### config.mk
export PLATFORM = sky130hd
export DESIGN_NAME = sr_blank_timer
export DESIGN_NICKNAME = d
export VERILOG_FILES = /design/src/rtl/sr_blank_pkg.sv /design/src/rtl/sr_cond_meter.sv /design/src/rtl/sr_blank_calc.sv /design/src/rtl/sr_on_window.sv /design/src/rtl/sr_blank_timer.sv
export SDC_FILE = /design/constraint.sdc
export NUM_CORES = 1
export LEC_CHECK = 0
export BUFFER_PORTS_ARGS = -buffer_cell sky130_fd_sc_hd__buf_4
export CORE_MARGIN = 8
export CORE_UTILIZATION = 65
export CTS_BUF_LIST = sky130_fd_sc_hd__clkbuf_2 sky130_fd_sc_hd__clkbuf_4 sky130_fd_sc_hd__clkbuf_8
export CTS_CLUSTER_DIAMETER = 100
export DETAILED_ROUTE_END_ITERATION = 8
export PLACE_DENSITY = 0.82
export SYNTH_ARGS = -nofsm -noshare
export SYNTH_HDL_FRONTEND = slang
export SYNTH_SLANG_ARGS = --single-unit
export TNS_END_PERCENT = 10
### constraint.sdc
create_clock -name clk -period 4.1 [get_ports clk]
set_input_delay 0.82 -clock clk [delete_from_list [all_inputs] [get_ports clk]]
set_output_delay 0.82 -clock clk [all_outputs]
set_load 0.01 [all_outputs]
### src/rtl/sr_blank_pkg.sv
package sr_blank_pkg;

   typedef enum logic {
      RATIO_HALF  = 1'b0,
      RATIO_FIFTH = 1'b1
   } ratio_e;

   function automatic int clamp_int(input int v, input int lo, input int hi);
      int r;
      r = v;
      if (r > hi) r = hi;
      if (r < lo) r = lo;
      return r;
   endfunction

endpackage

### src/rtl/sr_cond_meter.sv
module sr_cond_meter #(
   parameter int CNT_W = 13
) (
   input  logic             clk,
   input  logic             rst_n,
   input  logic             rise_i,
   input  logic             drain_hi_i,
   output logic [CNT_W-1:0] cond_o,
   output logic             valid_o
);
   localparam logic [CNT_W-1:0] CNT_TOP = {CNT_W{1'b1}};

   logic             run_q;
   logic [CNT_W-1:0] cnt_q;

   always_ff @(posedge clk or negedge rst_n) begin
      if (!rst_n) begin
         run_q   <= 1'b0;
         cnt_q   <= '0;
         cond_o  <= '0;
         valid_o <= 1'b0;
      end else if (rise_i) begin
         run_q <= 1'b1;
         cnt_q <= CNT_W'(1);
      end else if (run_q) begin
         if (drain_hi_i) begin
            cond_o  <= cnt_q;
            valid_o <= 1'b1;
            run_q   <= 1'b0;
         end else if (cnt_q != CNT_TOP) begin
            cnt_q <= cnt_q + CNT_W'(1);
         end
      end
   end

endmodule

### src/rtl/sr_blank_calc.sv
module sr_blank_calc
   import sr_blank_pkg::*;
#(
   parameter int CNT_W          = 13,
   parameter int MIN_BLANK      = 20,
   parameter int MAX_BLANK_NORM = 500,
   parameter int MAX_BLANK_DLY  = 250,
   parameter bit USE_SHIFT_ADD  = 1'b1
) (
   input  logic             clk,
   input  logic             rst_n,
   input  logic [CNT_W-1:0] cond_i,
   input  logic             valid_i,
   input  logic             dly_mode_i,
   input  logic             hold_i,
   output logic [CNT_W-1:0] blank_len_o
);
   localparam int PROD_W = CNT_W + 4;

   ratio_e            ratio;
   logic [PROD_W-1:0] wide;
   logic [PROD_W-1:0] prod13;
   logic [CNT_W-1:0]  half_v;
   logic [CNT_W-1:0]  fifth_v;
   logic [CNT_W-1:0]  raw_v;
   logic [CNT_W-1:0]  next_len;

   assign ratio = dly_mode_i ? RATIO_FIFTH : RATIO_HALF;
   assign wide  = {4'b0000, cond_i};

   generate
      if (USE_SHIFT_ADD) begin : g_shadd
         assign prod13 = (wide << 3) + (wide << 2) + wide;
      end else begin : g_mult
         assign prod13 = wide * PROD_W'(13);
      end
   endgenerate

   assign half_v  = cond_i >> 1;
   assign fifth_v = CNT_W'(prod13 >> 6);
   assign raw_v   = (ratio == RATIO_FIFTH) ? fifth_v : half_v;

   always_comb begin
      if (!valid_i) begin
         next_len = CNT_W'(MIN_BLANK);
      end else if (ratio == RATIO_FIFTH) begin
         next_len = CNT_W'(clamp_int(int'(raw_v), MIN_BLANK, MAX_BLANK_DLY));
      end else begin
         next_len = CNT_W'(clamp_int(int'(raw_v), MIN_BLANK, MAX_BLANK_NORM));
      end
   end

   always_ff @(posedge clk or negedge rst_n) begin
      if (!rst_n)        blank_len_o <= CNT_W'(MIN_BLANK);
      else if (!hold_i)  blank_len_o <= next_len;
   end

endmodule

### src/rtl/sr_on_window.sv
module sr_on_window #(
   parameter int CNT_W        = 13,
   parameter int INV_DEBOUNCE = 32,
   parameter int MAX_ON       = 3000
) (
   input  logic             clk,
   input  logic             rst_n,
   input  logic             gate_on_i,
   input  logic             inv_cmp_i,
   input  logic [CNT_W-1:0] blank_len_i,
   output logic             blank_o,
   output logic             trip_o,
   output logic             max_hit_o
);
   localparam int DEB_W = $clog2(INV_DEBOUNCE + 1);
   localparam logic [CNT_W-1:0] ON_LIMIT = CNT_W'(MAX_ON);
   localparam logic [DEB_W-1:0] DEB_LIM  = DEB_W'(INV_DEBOUNCE);

   logic [CNT_W-1:0] on_cnt_q;
   logic [DEB_W-1:0] deb_q;

   assign blank_o   = gate_on_i && (on_cnt_q < blank_len_i);
   assign trip_o    = (deb_q == DEB_LIM);
   assign max_hit_o = gate_on_i && (on_cnt_q >= ON_LIMIT);

   always_ff @(posedge clk or negedge rst_n) begin
      if (!rst_n)                  on_cnt_q <= '0;
      else if (!gate_on_i)         on_cnt_q <= '0;
      else if (on_cnt_q < ON_LIMIT) on_cnt_q <= on_cnt_q + CNT_W'(1);
   end

   always_ff @(posedge clk or negedge rst_n) begin
      if (!rst_n)                    deb_q <= '0;
      else if (!gate_on_i)           deb_q <= '0;
      else if (trip_o)               deb_q <= deb_q;
      else if (blank_o && inv_cmp_i) deb_q <= deb_q + DEB_W'(1);
      else                           deb_q <= '0;
   end

endmodule

### src/rtl/sr_blank_timer.sv
module sr_blank_timer #(
   parameter int CNT_W          = 13,
   parameter int MIN_BLANK      = 20,
   parameter int MAX_BLANK_NORM = 500,
   parameter int MAX_BLANK_DLY  = 250,
   parameter int INV_DEBOUNCE   = 32,
   parameter int MAX_ON         = 3000,
   parameter bit USE_SHIFT_ADD  = 1'b1
) (
   input  logic clk,
   input  logic rst_n,
   input  logic gate_on_i,
   input  logic toff_cmp_i,
   input  logic drain_hi_i,
   input  logic inv_cmp_i,
   input  logic dly_mode_i,
   output logic gate_off_o,
   output logic blank_o,
   output logic inv_det_o
);
   generate
      if (MIN_BLANK < 1 || MIN_BLANK > MAX_BLANK_DLY) begin : g_bad_floor
         $error("MIN_BLANK must be at least 1 and not above MAX_BLANK_DLY");
      end
      if (MAX_BLANK_DLY > MAX_BLANK_NORM) begin : g_bad_ceil
         $error("MAX_BLANK_DLY must not exceed MAX_BLANK_NORM");
      end
      if (MAX_BLANK_NORM >= MAX_ON) begin : g_bad_maxon
         $error("MAX_ON must exceed MAX_BLANK_NORM");
      end
      if (MAX_ON >= (1 << CNT_W) - 1) begin : g_bad_width
         $error("CNT_W too narrow for MAX_ON");
      end
      if (INV_DEBOUNCE < 1) begin : g_bad_deb
         $error("INV_DEBOUNCE must be at least 1");
      end
   endgenerate

   logic             gate_on_q;
   logic             rise;
   logic [CNT_W-1:0] cond_len;
   logic             cond_valid;
   logic [CNT_W-1:0] blank_len;
   logic             in_blank;
   logic             trip;
   logic             max_hit;
   logic             inv_flag_q;

   assign rise = gate_on_i && !gate_on_q;

   always_ff @(posedge clk or negedge rst_n) begin
      if (!rst_n) gate_on_q <= 1'b0;
      else        gate_on_q <= gate_on_i;
   end

   sr_cond_meter #(.CNT_W(CNT_W)) u_meter (
      .clk        (clk),
      .rst_n      (rst_n),
      .rise_i     (rise),
      .drain_hi_i (drain_hi_i),
      .cond_o     (cond_len),
      .valid_o    (cond_valid)
   );

   sr_blank_calc #(
      .CNT_W          (CNT_W),
      .MIN_BLANK      (MIN_BLANK),
      .MAX_BLANK_NORM (MAX_BLANK_NORM),
      .MAX_BLANK_DLY  (MAX_BLANK_DLY),
      .USE_SHIFT_ADD  (USE_SHIFT_ADD)
   ) u_calc (
      .clk         (clk),
      .rst_n       (rst_n),
      .cond_i      (cond_len),
      .valid_i     (cond_valid),
      .dly_mode_i  (dly_mode_i),
      .hold_i      (gate_on_i),
      .blank_len_o (blank_len)
   );

   sr_on_window #(
      .CNT_W        (CNT_W),
      .INV_DEBOUNCE (INV_DEBOUNCE),
      .MAX_ON       (MAX_ON)
   ) u_window (
      .clk         (clk),
      .rst_n       (rst_n),
      .gate_on_i   (gate_on_i),
      .inv_cmp_i   (inv_cmp_i),
      .blank_len_i (blank_len),
      .blank_o     (in_blank),
      .trip_o      (trip),
      .max_hit_o   (max_hit)
   );

   always_ff @(posedge clk or negedge rst_n) begin
      if (!rst_n)    inv_flag_q <= 1'b0;
      else if (trip) inv_flag_q <= 1'b1;
      else if (rise) inv_flag_q <= 1'b0;
   end

   assign blank_o    = in_blank;
   assign inv_det_o  = inv_flag_q;
   assign gate_off_o = gate_on_i && ((toff_cmp_i && !in_blank) || trip || max_hit);

endmodule

# Yosys cells after proc, flatten, opt, wreduce, memory -nomap -nowiden
# Index checks and enable logic that the tools add are counted.
[op_classes]
add_sub_neg = 5
n_lt_le_gt_ge = 7
n_eq_ne = 5
muxes = 26
bitwise = 1
n_reduce_logical = 15
[op_table]
columns = ["cell", "n"]
rows = [
  ["$mux W13", 11],
  ["$mux W32", 4],
  ["$lt A32 B6 Y1 const B", 2],
  ["$add A13 B1 Y13 const B", 2],
  ["$mux W12", 2],
  ["$mux W6", 3],
  ["$add A16 B15 Y17", 1],
  ["$add A17 B13 Y17", 1],
  ["$ge A13 B12 Y1 const B", 1],
  ["$gt A13 B8 Y1 const B", 1],
  ["$gt A13 B9 Y1 const B", 1],
  ["$lt A13 B12 Y1 const B", 1],
  ["$lt A13 B13 Y1", 1],
  ["$ne A13 B13 Y1 const B", 1],
  ["$add A6 B1 Y6 const B", 1],
  ["$eq A6 B6 Y1 const B", 1],
  ["$logic_and A1 B1 Y1", 6],
  ["$mux W1", 6],
  ["$reduce_and A3 Y1", 2],
  ["$reduce_bool A2 Y1", 3],
  ["$ne A2 B1 Y1 const B", 2],
  ["$logic_not A1 Y1", 2],
  ["$logic_or A1 B1 Y1", 2],
  ["$ne A2 B2 Y1 const B", 1],
  ["$not A1 Y1", 1],
]
[totals]
regBits = 62
inputBits = 7
out_inout_bits = 3
wordCells = 68

# Logic depth before layout (Yosys ltp)
# Gate-level depths: netlist of run 1.
[depth]
depth_word = 11
mapped_depth = 13
depth_no_buf = 13

# Hierarchy
# Synthesis of run 1 repeated with hierarchy kept, for this count alone.
[unflattened]
cells_unflattened = 488
hier_area_um2 = 4689.5
[modules_own_cells]
columns = ["mod", "instances", "cells_per_inst", "area_each_um2", "seq_area_each_um2"]
rows = [
  ["sr_blank_calc", 1, 224, 1901.8, 302.8],
  ["sr_on_window", 1, 151, 1408.9, 475.5],
  ["sr_cond_meter", 1, 106, 1293.7, 700.7],
  ["sr_blank_timer", 1, 7, 85.1, 50.0],
]

# Worst setup path after synthesis of run 1
# OpenSTA, ideal clock, no wires.
[synth_path]
path_type = "register to register"
startpoint = "register u_meter.cond_o[3]"
endpoint = "register u_calc.blank_len_o[0]"
setup_ns = 0.121
arrival_time_ns = 3.278
required_time_ns = 3.979
path_slack_ns = 0.701
stages_incl_launch_ff = 14
n_path_buf = 0
synth_period_minus_slack_ns = 3.399
cell_sequence = "dfrtp_1 -> inv_1 -> fa_1 -> inv_1 -> ha_1 -> or3_1 -> o2111a_2 -> o21ba_1 -> o41ai_2 -> and4b_1 -> o2111a_1 -> nor2_1 -> o21ba_1 -> a22o_1"
[synth_via]
elab_chain_cells = 11
word_cells_on_any_way = 17
classes_between = "add/sub: 2; order compare: 4; mux: 11"
[synth_rtl]
columns = ["item", "line", "rtl"]
rows = [
  ["from (decl)", "sr_cond_meter.sv:8", "output logic [CNT_W-1:0] cond_o,"],
  ["from (signal assigned)", "sr_cond_meter.sv:27", "cond_o <= cnt_q;"],
  ["$add A16 B15 Y17", "sr_blank_calc.sv:33", "assign prod13 = (wide << 3) + (wide << 2) + wide;"],
  ["$add A17 B13 Y17", "sr_blank_calc.sv:33", ""],
  ["$mux W12 (*)", "sr_blank_calc.sv:41", "assign raw_v = (ratio == RATIO_FIFTH) ? fifth_v : half_v;"],
  ["$gt A13 B9 Y1 / $gt A13 B8 Y1 (equally long branches)", "sr_blank_pkg.sv:11", "if (r > hi) r = hi;"],
  ["$mux W13 / $mux W12 (equally long branches)", "sr_blank_pkg.sv:11", ""],
  ["$mux W32", "sr_blank_calc.sv:46", "end else if (ratio == RATIO_FIFTH) begin"],
  ["$mux W32", "sr_blank_calc.sv:44", "if (!valid_i) begin"],
  ["$lt A32 B6 Y1", "sr_blank_pkg.sv:12", "if (r < lo) r = lo;"],
  ["$mux W13", "sr_blank_pkg.sv:12", ""],
  ["$mux W13 (*)", "sr_blank_calc.sv:46", ""],
  ["$mux W13 (*)", "sr_blank_calc.sv:44", ""],
  ["to (signal assigned)", "sr_blank_calc.sv:54", "if (!rst_n) blank_len_o <= CNT_W'(MIN_BLANK);"],
  ["to (signal assigned)", "sr_blank_calc.sv:55", "else if (!hold_i) blank_len_o <= next_len;"],
  ["to (decl)", "sr_blank_calc.sv:16", "output logic [CNT_W-1:0] blank_len_o"],
]
# Every way passes the cells marked *; elsewhere a longest branch is shown, timed or not. The select of a mux whose other input is x is not followed.
# A chain may end at the register's enable or synchronous reset.

# Worst setup path in the final report of run 1
[layout_path]
startpoint = "register u_meter.cond_o[5]"
endpoint = "register u_calc.blank_len_o[0]"
# The elaborated chain is that of the path after synthesis.

==> flow_summary_export.csv, run 1 <==
group,metric,value,unit
timing,setup_slack,0.280,ns
worst_setup_path,end_kind,"flop",
worst_setup_path,arrival,4.04,ns
routing,wl_per_cell,16.4,um
cts,cts_tree,"built",
global_routing,grt_pass1_wl,15.2,mm
timing,setup_violations,0,
timing,fmax,262,MHz
power_and_ir_drop,combPwrFrac,14.8,%
timing,slew_headroom,45.5,%
worst_setup_path,slowest_delay,0.50,ns
routing,drc,0,
routing,drt_iter0_markers,242,
power_and_ir_drop,p_leak,2.22,nW
power_and_ir_drop,vdd_drop_max,0.350,mV
final_layout,fillers,437,
power_and_ir_drop,netSwitchingFraction,26.9,%
power_and_ir_drop,p_total,1.42,mW
global_routing,grt_overflow,0,
worst_setup_path,cp.buffers_inverters,2,
cts,clock_latency,0.33,ns
synthesis,ys_top_cells_by_area,"dfrtp_1 35%, ha_1 9.3%, fa_1 4.8%, nand2_1 3.8%, nor2_1 3.1%",
timing,fin_hold_ws,0.478,ns
hold_path,min-delay-start,"u_calc.blank_len_o[7]$_DFFE_PN0N_",
timing,maxSlewViolCount,0,
synthesis,synth_top_area_share,35.3,%
timing,rsz0062_at_grt,"false",
worst_setup_path,setup.worst_path.class,"reg -> reg",
worst_setup_path,crit_path_max_fanout,6,
placed_design,dp.cells,521,
synthesis,synth-seq-cells,61,
timing,fin_crit,3.82,ns
hold_path,min_to,"u_calc.blank_len_o[7]$_DFFE_PN0N_",
placed_design,pre_cts_ws,0.299,ns
timing,finalSetupTns,0,ns
synthesis,synth.distinct_cells,64,
worst_setup_path,path_delay_family,"compound AO/OA/AOI/OAI gates",
floorplanning,pin_count,10,
final_layout,syn2layout_area_growth,8.02,%
worst_setup_path,reg2reg_from,"u_meter.cond_o[5]$_DFFE_PN0P_",
routing,drtPass1Iterations,4,
synthesis,synth_area_per_cell,9.39,sq um
routing,postRouteAntennaNets,0,
timing,fin_skew,0.00658,ns
floorplanning,initial_utilization,66.6,%
cts,clkSinkCount,61,
cts,post_cts_buffers,0,
floorplanning,die_y,96.2,um
global_routing,grt_pass1_vias,3318,
outcome,run_status,"complete, no violations",
final_layout,drive_above_1_share,12.0,%
global_routing,grt_max_degree,62,
placed_design,gp_congestion,0.928,
flow_run,drv_cap,0,
timing,finalHoldViolCount,0,
floorplanning,rows,29,
synthesis,synth_most_common_cell,"dfrtp_1",
worst_setup_path,crit_slowest_cell,"fa_1",
global_routing,grt_use_met1,27.0,%
synthesis,synth_fp_nets,493,
power_and_ir_drop,power.share.clock,38.2,%
final_layout,n_antenna_cell,0,
floorplanning,core-area,6280,sq um
worst_setup_path,rr_endpoint,"u_calc.blank_len_o[0]$_DFFE_PN0N_",
synthesis,yosysSeqAreaShare,36.6,%
worst_setup_path,rr_worst_depth,13,
routing,vias_per_cell,6.11,
cts,htree_levels,3,
power_and_ir_drop,seqPwrFrac,47.1,%
routing,via_count,3281,
floorplanning,die_w,96.2,um
synthesis,synth_warnings,0,
power_and_ir_drop,netSwitchingPower,383,uW
final_layout,fin_nets,503,
synthesis,synth_area,4180,sq um
worst_setup_path,required,4.32,ns
floorplanning,dieArea,9250,sq um
worst_setup_path,ff2ff_setup_slack,0.28,ns
synthesis,synth.top_cells.by_count,"59 x dfrtp_1, 42 x nand2_1, 34 x nor2_1, 32 x inv_1, 31 x ha_1",
power_and_ir_drop,internal_power,1.04,mW
power_and_ir_drop,power.density,315,nW/um^2
cts,clock_path_buffers,2,
synthesis,synth_largest_area_cell,"dfrtp_1",
cts,clk_pin_slew,0.06,ns
synthesis,synth-main-ff-cell,"dfrtp_1",
final_layout,final_core_util,71.9,%
cts,cts_hold_buf,0,
final_layout,final_cells,537,
hold_path,whs_path_depth,2,
routing,routed_wl,8.80,mm
synthesis,synth-edff-count,0,
global_routing,grt_usage,21.0,%
worst_setup_path,startpoint_type,"flop",
cts,clockRootBuffer,"clkbuf_8",
placed_design,dpl_cell_area,4310,sq um
hold_path,min-delay-path-class,"reg -> reg",
global_routing,grtUsageMet3,4.06,%
timing,post-route-period-util,93.2,%
synthesis,async_reset_ff_share,100,%
global_routing,grt_most_used_layer,"met2",
placed_design,dp_hpwl,6.38,mm
final_layout,fin_area,4510,sq um
worst_setup_path,cp.depth,13,
cts,cts-buffers-inserted,9,
global_routing,use_met2,34.3,%
global_routing,antenna_found_initial,0,
cts,cts_resized,0,
worst_setup_path,crit_chain,"inv_1 > fa_1 > inv_1 > ha_1 > or3_1 > o2111a_2 > o21ba_1 > o41ai_2 > and4b_1 > o2111a_1 > nor2_1 > o21ba_1 > a22o_1",
timing,worst_pin_slew,0.817,ns
placed_design,portBuffers,9,
synthesis,postSynthCellCount,445,
## worst max-delay path by stage
stage,from,end,slack [ns]
6_report,u_meter.cond_o[5]$_DFFE_PN0P_,u_calc.blank_len_o[0]$_DFFE_PN0N_,0.28
5_1_grt,u_meter.cond_o[7]$_DFFE_PN0P_,u_calc.blank_len_o[0]$_DFFE_PN0N_,0.09
4_1_cts,u_meter.cond_o[5]$_DFFE_PN0P_,u_calc.blank_len_o[0]$_DFFE_PN0N_,0.29
3_5_place_dp,u_meter.cond_o[5]$_DFFE_PN0P_,u_calc.blank_len_o[0]$_DFFE_PN0N_,0.30
3_3_place_gp,u_meter.cond_o[3]$_DFFE_PN0P_,u_calc.blank_len_o[0]$_DFFE_PN0N_,0.41
2_1_floorplan,u_meter.cond_o[3]$_DFFE_PN0P_,u_calc.blank_len_o[0]$_DFFE_PN0N_,0.70
## layout make-up
| type | count | area, sq um | area share, % |
|---|---|---|---|
| clock buffer | 14 | 168 | 3.71 |
| clock inverter | 2 | 35.0 | 0.776 |
| inverter | 32 | 120 | 2.66 |
| multi-input combinational | 340 | 2480 | 55.0 |
| sequential | 61 | 1530 | 33.9 |
| tap | 77 | 96.3 | 2.13 |
| timing repair buffer | 11 | 82.6 | 1.83 |
## power by group through the flow
stage               sequential, mW  combinational (mW)  clock [mW]
global route                 0.675               0.239       0.578
global placement             0.677               0.194           0
CTS                          0.669               0.209       0.552
floorplan                    0.670               0.149           0
detailed placement           0.680               0.206           0
finish                       0.670               0.210       0.543
## tightest hold or removal path: stages (launching register included)
cell and delay (ns):
dfrtp_1 0.34, nand2_1 0.05, o31ai_1 0.05
## placed cells by master, fill, tap and decap left out, types with 5 or more instances in the layout
cell type  count
dfrtp_1       59
nand2_1       42
nor2_1        34
inv_1         32
ha_1          31
o21ai_0       20
a21oi_1       19
nand3_1       17
and2_1        17
xor2_1        14
xnor2_1       14
buf_4         11
mux2_2        10
fa_1          10
clkbuf_8      10
a21o_1         8
and3_1         7
nor2b_1        6
a31oi_1        6
nand4_1        6
nor3_1         6
nor4_1         5
## state kept, by name (all words and copies together) (netlist names)
| signal | count |
|---|---|
| u_meter.cnt_q | 13 |
| u_meter.cond_o | 13 |
| u_window.on_cnt_q | 13 |
| u_calc.blank_len_o | 12 |
| u_window.deb_q | 6 |
| gate_on_q | 1 |
| inv_det_o | 1 |
| u_meter.run_q | 1 |
| u_meter.valid_o | 1 |
## layer usage
layer	wire, um	part of all wire, %	vias to the layer above
met2	4280	49	73
met3	362	4.1	22
met5	0	0	-
li1	-	-	1593
met1	4000	45	1593
met4	153	1.7	0
## cell families after synthesis
logic type      count (synthesis)  share of synthesized area, %
compound gates                100                          17.2
xor+xnor                       28                          5.87
fa+ha+maj                      41                          14.1
buf+inv                        44                          3.98
flops                          61                          36.6
mux                            12                          3.17
simple gates                  159                          19.1
Power figures use the tool's default switching activity.
==> run 2, diff against run 1 <==
--- a/config.mk
+++ b/config.mk
@@ -7,11 +7,10 @@
 export LEC_CHECK = 0
 export BUFFER_PORTS_ARGS = -buffer_cell sky130_fd_sc_hd__buf_4
 export CORE_MARGIN = 8
-export CORE_UTILIZATION = 65
+export CORE_UTILIZATION = 43
 export CTS_BUF_LIST = sky130_fd_sc_hd__clkbuf_2 sky130_fd_sc_hd__clkbuf_4 sky130_fd_sc_hd__clkbuf_8
 export CTS_CLUSTER_DIAMETER = 100
 export DETAILED_ROUTE_END_ITERATION = 8
-export PLACE_DENSITY = 0.82
 export SYNTH_ARGS = -nofsm -noshare
 export SYNTH_HDL_FRONTEND = slang
 export SYNTH_SLANG_ARGS = --single-unit
==> run 2 against run 1 <==
Compared with the run above:
- critical endpoint unchanged
- clock-buffer cell count fell by 2
- via count fell by 1.4%
- worst setup slack got worse by 0.067 ns
- worst hold slack improved by 0.010 ns
- maximum frequency fell by 1.7%
- clock skew rose by 0.0029 ns
==> flow_summary_export.csv, run 2 (synthesis results as in run 1) <==
group,metric,value,unit
hold_path,min-delay-path-class,"reg -> reg",
timing,rsz0062_at_grt,"false",
final_layout,final_common_cell,"dfrtp_1",
final_layout,n_antenna_cell,0,
routing,via_count,3234,
routing,vias_per_cell,5.44,
routing,wl_per_cell,14.8,um
outcome,run_status,"complete, no violations",
routing,drtPass1Iterations,4,
final_layout,layout_common_cells,"59 x dfrtp_1, 42 x nand2_1, 34 x nor2_1, 32 x inv_1, 31 x ha_1",
worst_setup_path,arrival,4.11,ns
worst_setup_path,crit_path_max_fanout,6,
final_layout,fillers,922,
placed_design,dp_hpwl,6.57,mm
global_routing,grt_overflow,0,
power_and_ir_drop,vdd_drop_max,0.287,mV
final_layout,drive_above_1_share,12.8,%
cts,clk_pin_slew,0.07,ns
timing,maxSlewViolCount,0,
worst_setup_path,rr_worst_depth,13,
timing,finalSetupTns,0,ns
power_and_ir_drop,power.density,306,nW/um^2
worst_setup_path,reg2reg_from,"u_meter.cond_o[3]$_DFFE_PN0P_",
worst_setup_path,required,4.32,ns
timing,post-route-period-util,94.8,%
final_layout,top_regs,"u_meter.cnt_q x13, u_meter.cond_o x13, u_window.on_cnt_q x13",
floorplanning,core-area,9590,sq um
floorplanning,pin_count,10,
global_routing,grt_pass1_vias,3321,
floorplanning,rows,36,
routing,postRouteAntennaNets,0,
cts,clockRootBuffer,"clkbuf_8",
cts,cts-buffers-inserted,9,
hold_path,whs_path_depth,2,
global_routing,grt_max_degree,62,
global_routing,grt_pass1_wl,15.4,mm
timing,fin_crit,3.89,ns
timing,fmax,257,MHz
hold_path,min-delay-start,"u_calc.blank_len_o[6]$_DFFE_PN0N_",
global_routing,antenna_found_initial,0,
power_and_ir_drop,p_leak,2.22,nW
final_layout,fin_nets,504,
worst_setup_path,rr_endpoint,"u_calc.blank_len_o[0]$_DFFE_PN0N_",
timing,finalHoldViolCount,0,
placed_design,gp_congestion,0.919,
timing,setup_violations,0,
floorplanning,initial_utilization,43.6,%
routing,routed_wl,8.76,mm
cts,clock_latency,0.33,ns
worst_setup_path,startpoint_type,"flop",
worst_setup_path,ff2ff_setup_slack,0.21,ns
routing,drc,0,
worst_setup_path,setup.worst_path.class,"reg -> reg",
cts,cts_tree,"built",
floorplanning,die_w,115,um
timing,worst_pin_slew,0.785,ns
floorplanning,dieArea,13100,sq um
cts,clock_path_buffers,2,
hold_path,min_to,"u_calc.blank_len_o[6]$_DFFE_PN0N_",
cts,clkSinkCount,61,
worst_setup_path,end_kind,"flop",
cts,htree_levels,3,
flow_run,drv_cap,0,
final_layout,syn2layout_area_growth,10.1,%
floorplanning,die_y,115,um
timing,fin_hold_ws,0.489,ns
timing,fin_skew,0.00951,ns
placed_design,portBuffers,9,
routing,drt_iter0_markers,116,
timing,slew_headroom,47.7,%
cts,cts_hold_buf,0,
global_routing,grt_usage,14.6,%
-- run 2: where the power goes --
part	switching (mW)	internal (mW)
clock	0.225	0.309
combinational	0.124	0.0811
sequential	0.0346	0.634
-- run 2: routing by layer --
layer / wire length [um] / track usage (%) / vias to the layer above
met5: 0 / 0 / -
met4: 154 / 5.50 / 0
met3: 291 / 2.53 / 15
met2: 3890 / 22.6 / 62
met1: 4430 / 19.8 / 1557
li1: - / - / 1600
-- run 2: layout make-up --
class / count / area (sq um) / area share (%)
clock inverter: 4 / 47.5 / 1.03
tap: 133 / 166 / 3.62
inverter: 32 / 120 / 2.61
sequential: 61 / 1530 / 33.2
clock buffer: 12 / 153 / 3.32
timing repair buffer: 12 / 90.1 / 1.96
multi-input combinational: 340 / 2500 / 54.3
-- run 2: through the flow --
step | setup slack [ns] | std cells | total power [mW] | util (%) | area [sq um]
after floorplan | 0.701 | 445 | 0.819 | - | 4180
after global placement | 0.273 | 578 | 0.879 | 45.7 | 4390
after detailed placement | 0.214 | 578 | 0.886 | 45.7 | 4390
after CTS | 0.201 | 594 | 1.43 | 47.8 | 4590
after global routing | 0.00737 | 594 | 1.49 | 48.0 | 4600
final | 0.213 | 594 | 1.41 | 48.0 | 4600
-- run 2: how the worst max path moves through the flow --
stage	cells past startpoint	slack (ns)	end	from
after global placement	13	0.27	u_calc.blank_len_o[0]$_DFFE_PN0N_	u_meter.cond_o[3]$_DFFE_PN0P_
after CTS	13	0.20	u_calc.blank_len_o[0]$_DFFE_PN0N_	u_meter.cond_o[3]$_DFFE_PN0P_
after global routing	13	0.007	u_calc.blank_len_o[0]$_DFFE_PN0N_	u_meter.cond_o[3]$_DFFE_PN0P_
after floorplan	13	0.70	u_calc.blank_len_o[0]$_DFFE_PN0N_	u_meter.cond_o[3]$_DFFE_PN0P_
final	13	0.21	u_calc.blank_len_o[0]$_DFFE_PN0N_	u_meter.cond_o[3]$_DFFE_PN0P_
after detailed placement	13	0.21	u_calc.blank_len_o[0]$_DFFE_PN0N_	u_meter.cond_o[3]$_DFFE_PN0P_
-- run 2: what timing repair did --
action                                  in CTS  in global routing
endpoints found under the setup margin       0                  2
setup buffers                                0                  0
endpoints found under the hold margin        0                  0
resized for setup                            0                  3
-- run 2: worst max-delay path: stages, from the launching register on --
cell and delay (ns):
dfrtp_1 0.46, inv_1 0.15, fa_1 0.53, inv_1 0.04
ha_1 0.24, or3_1 0.41, o2111a_2 0.34, o21ba_1 0.22
o41ai_2 0.44, and4b_1 0.30, o2111a_1 0.22, nor2_1 0.05
o21ba_1 0.18, a22o_1 0.19
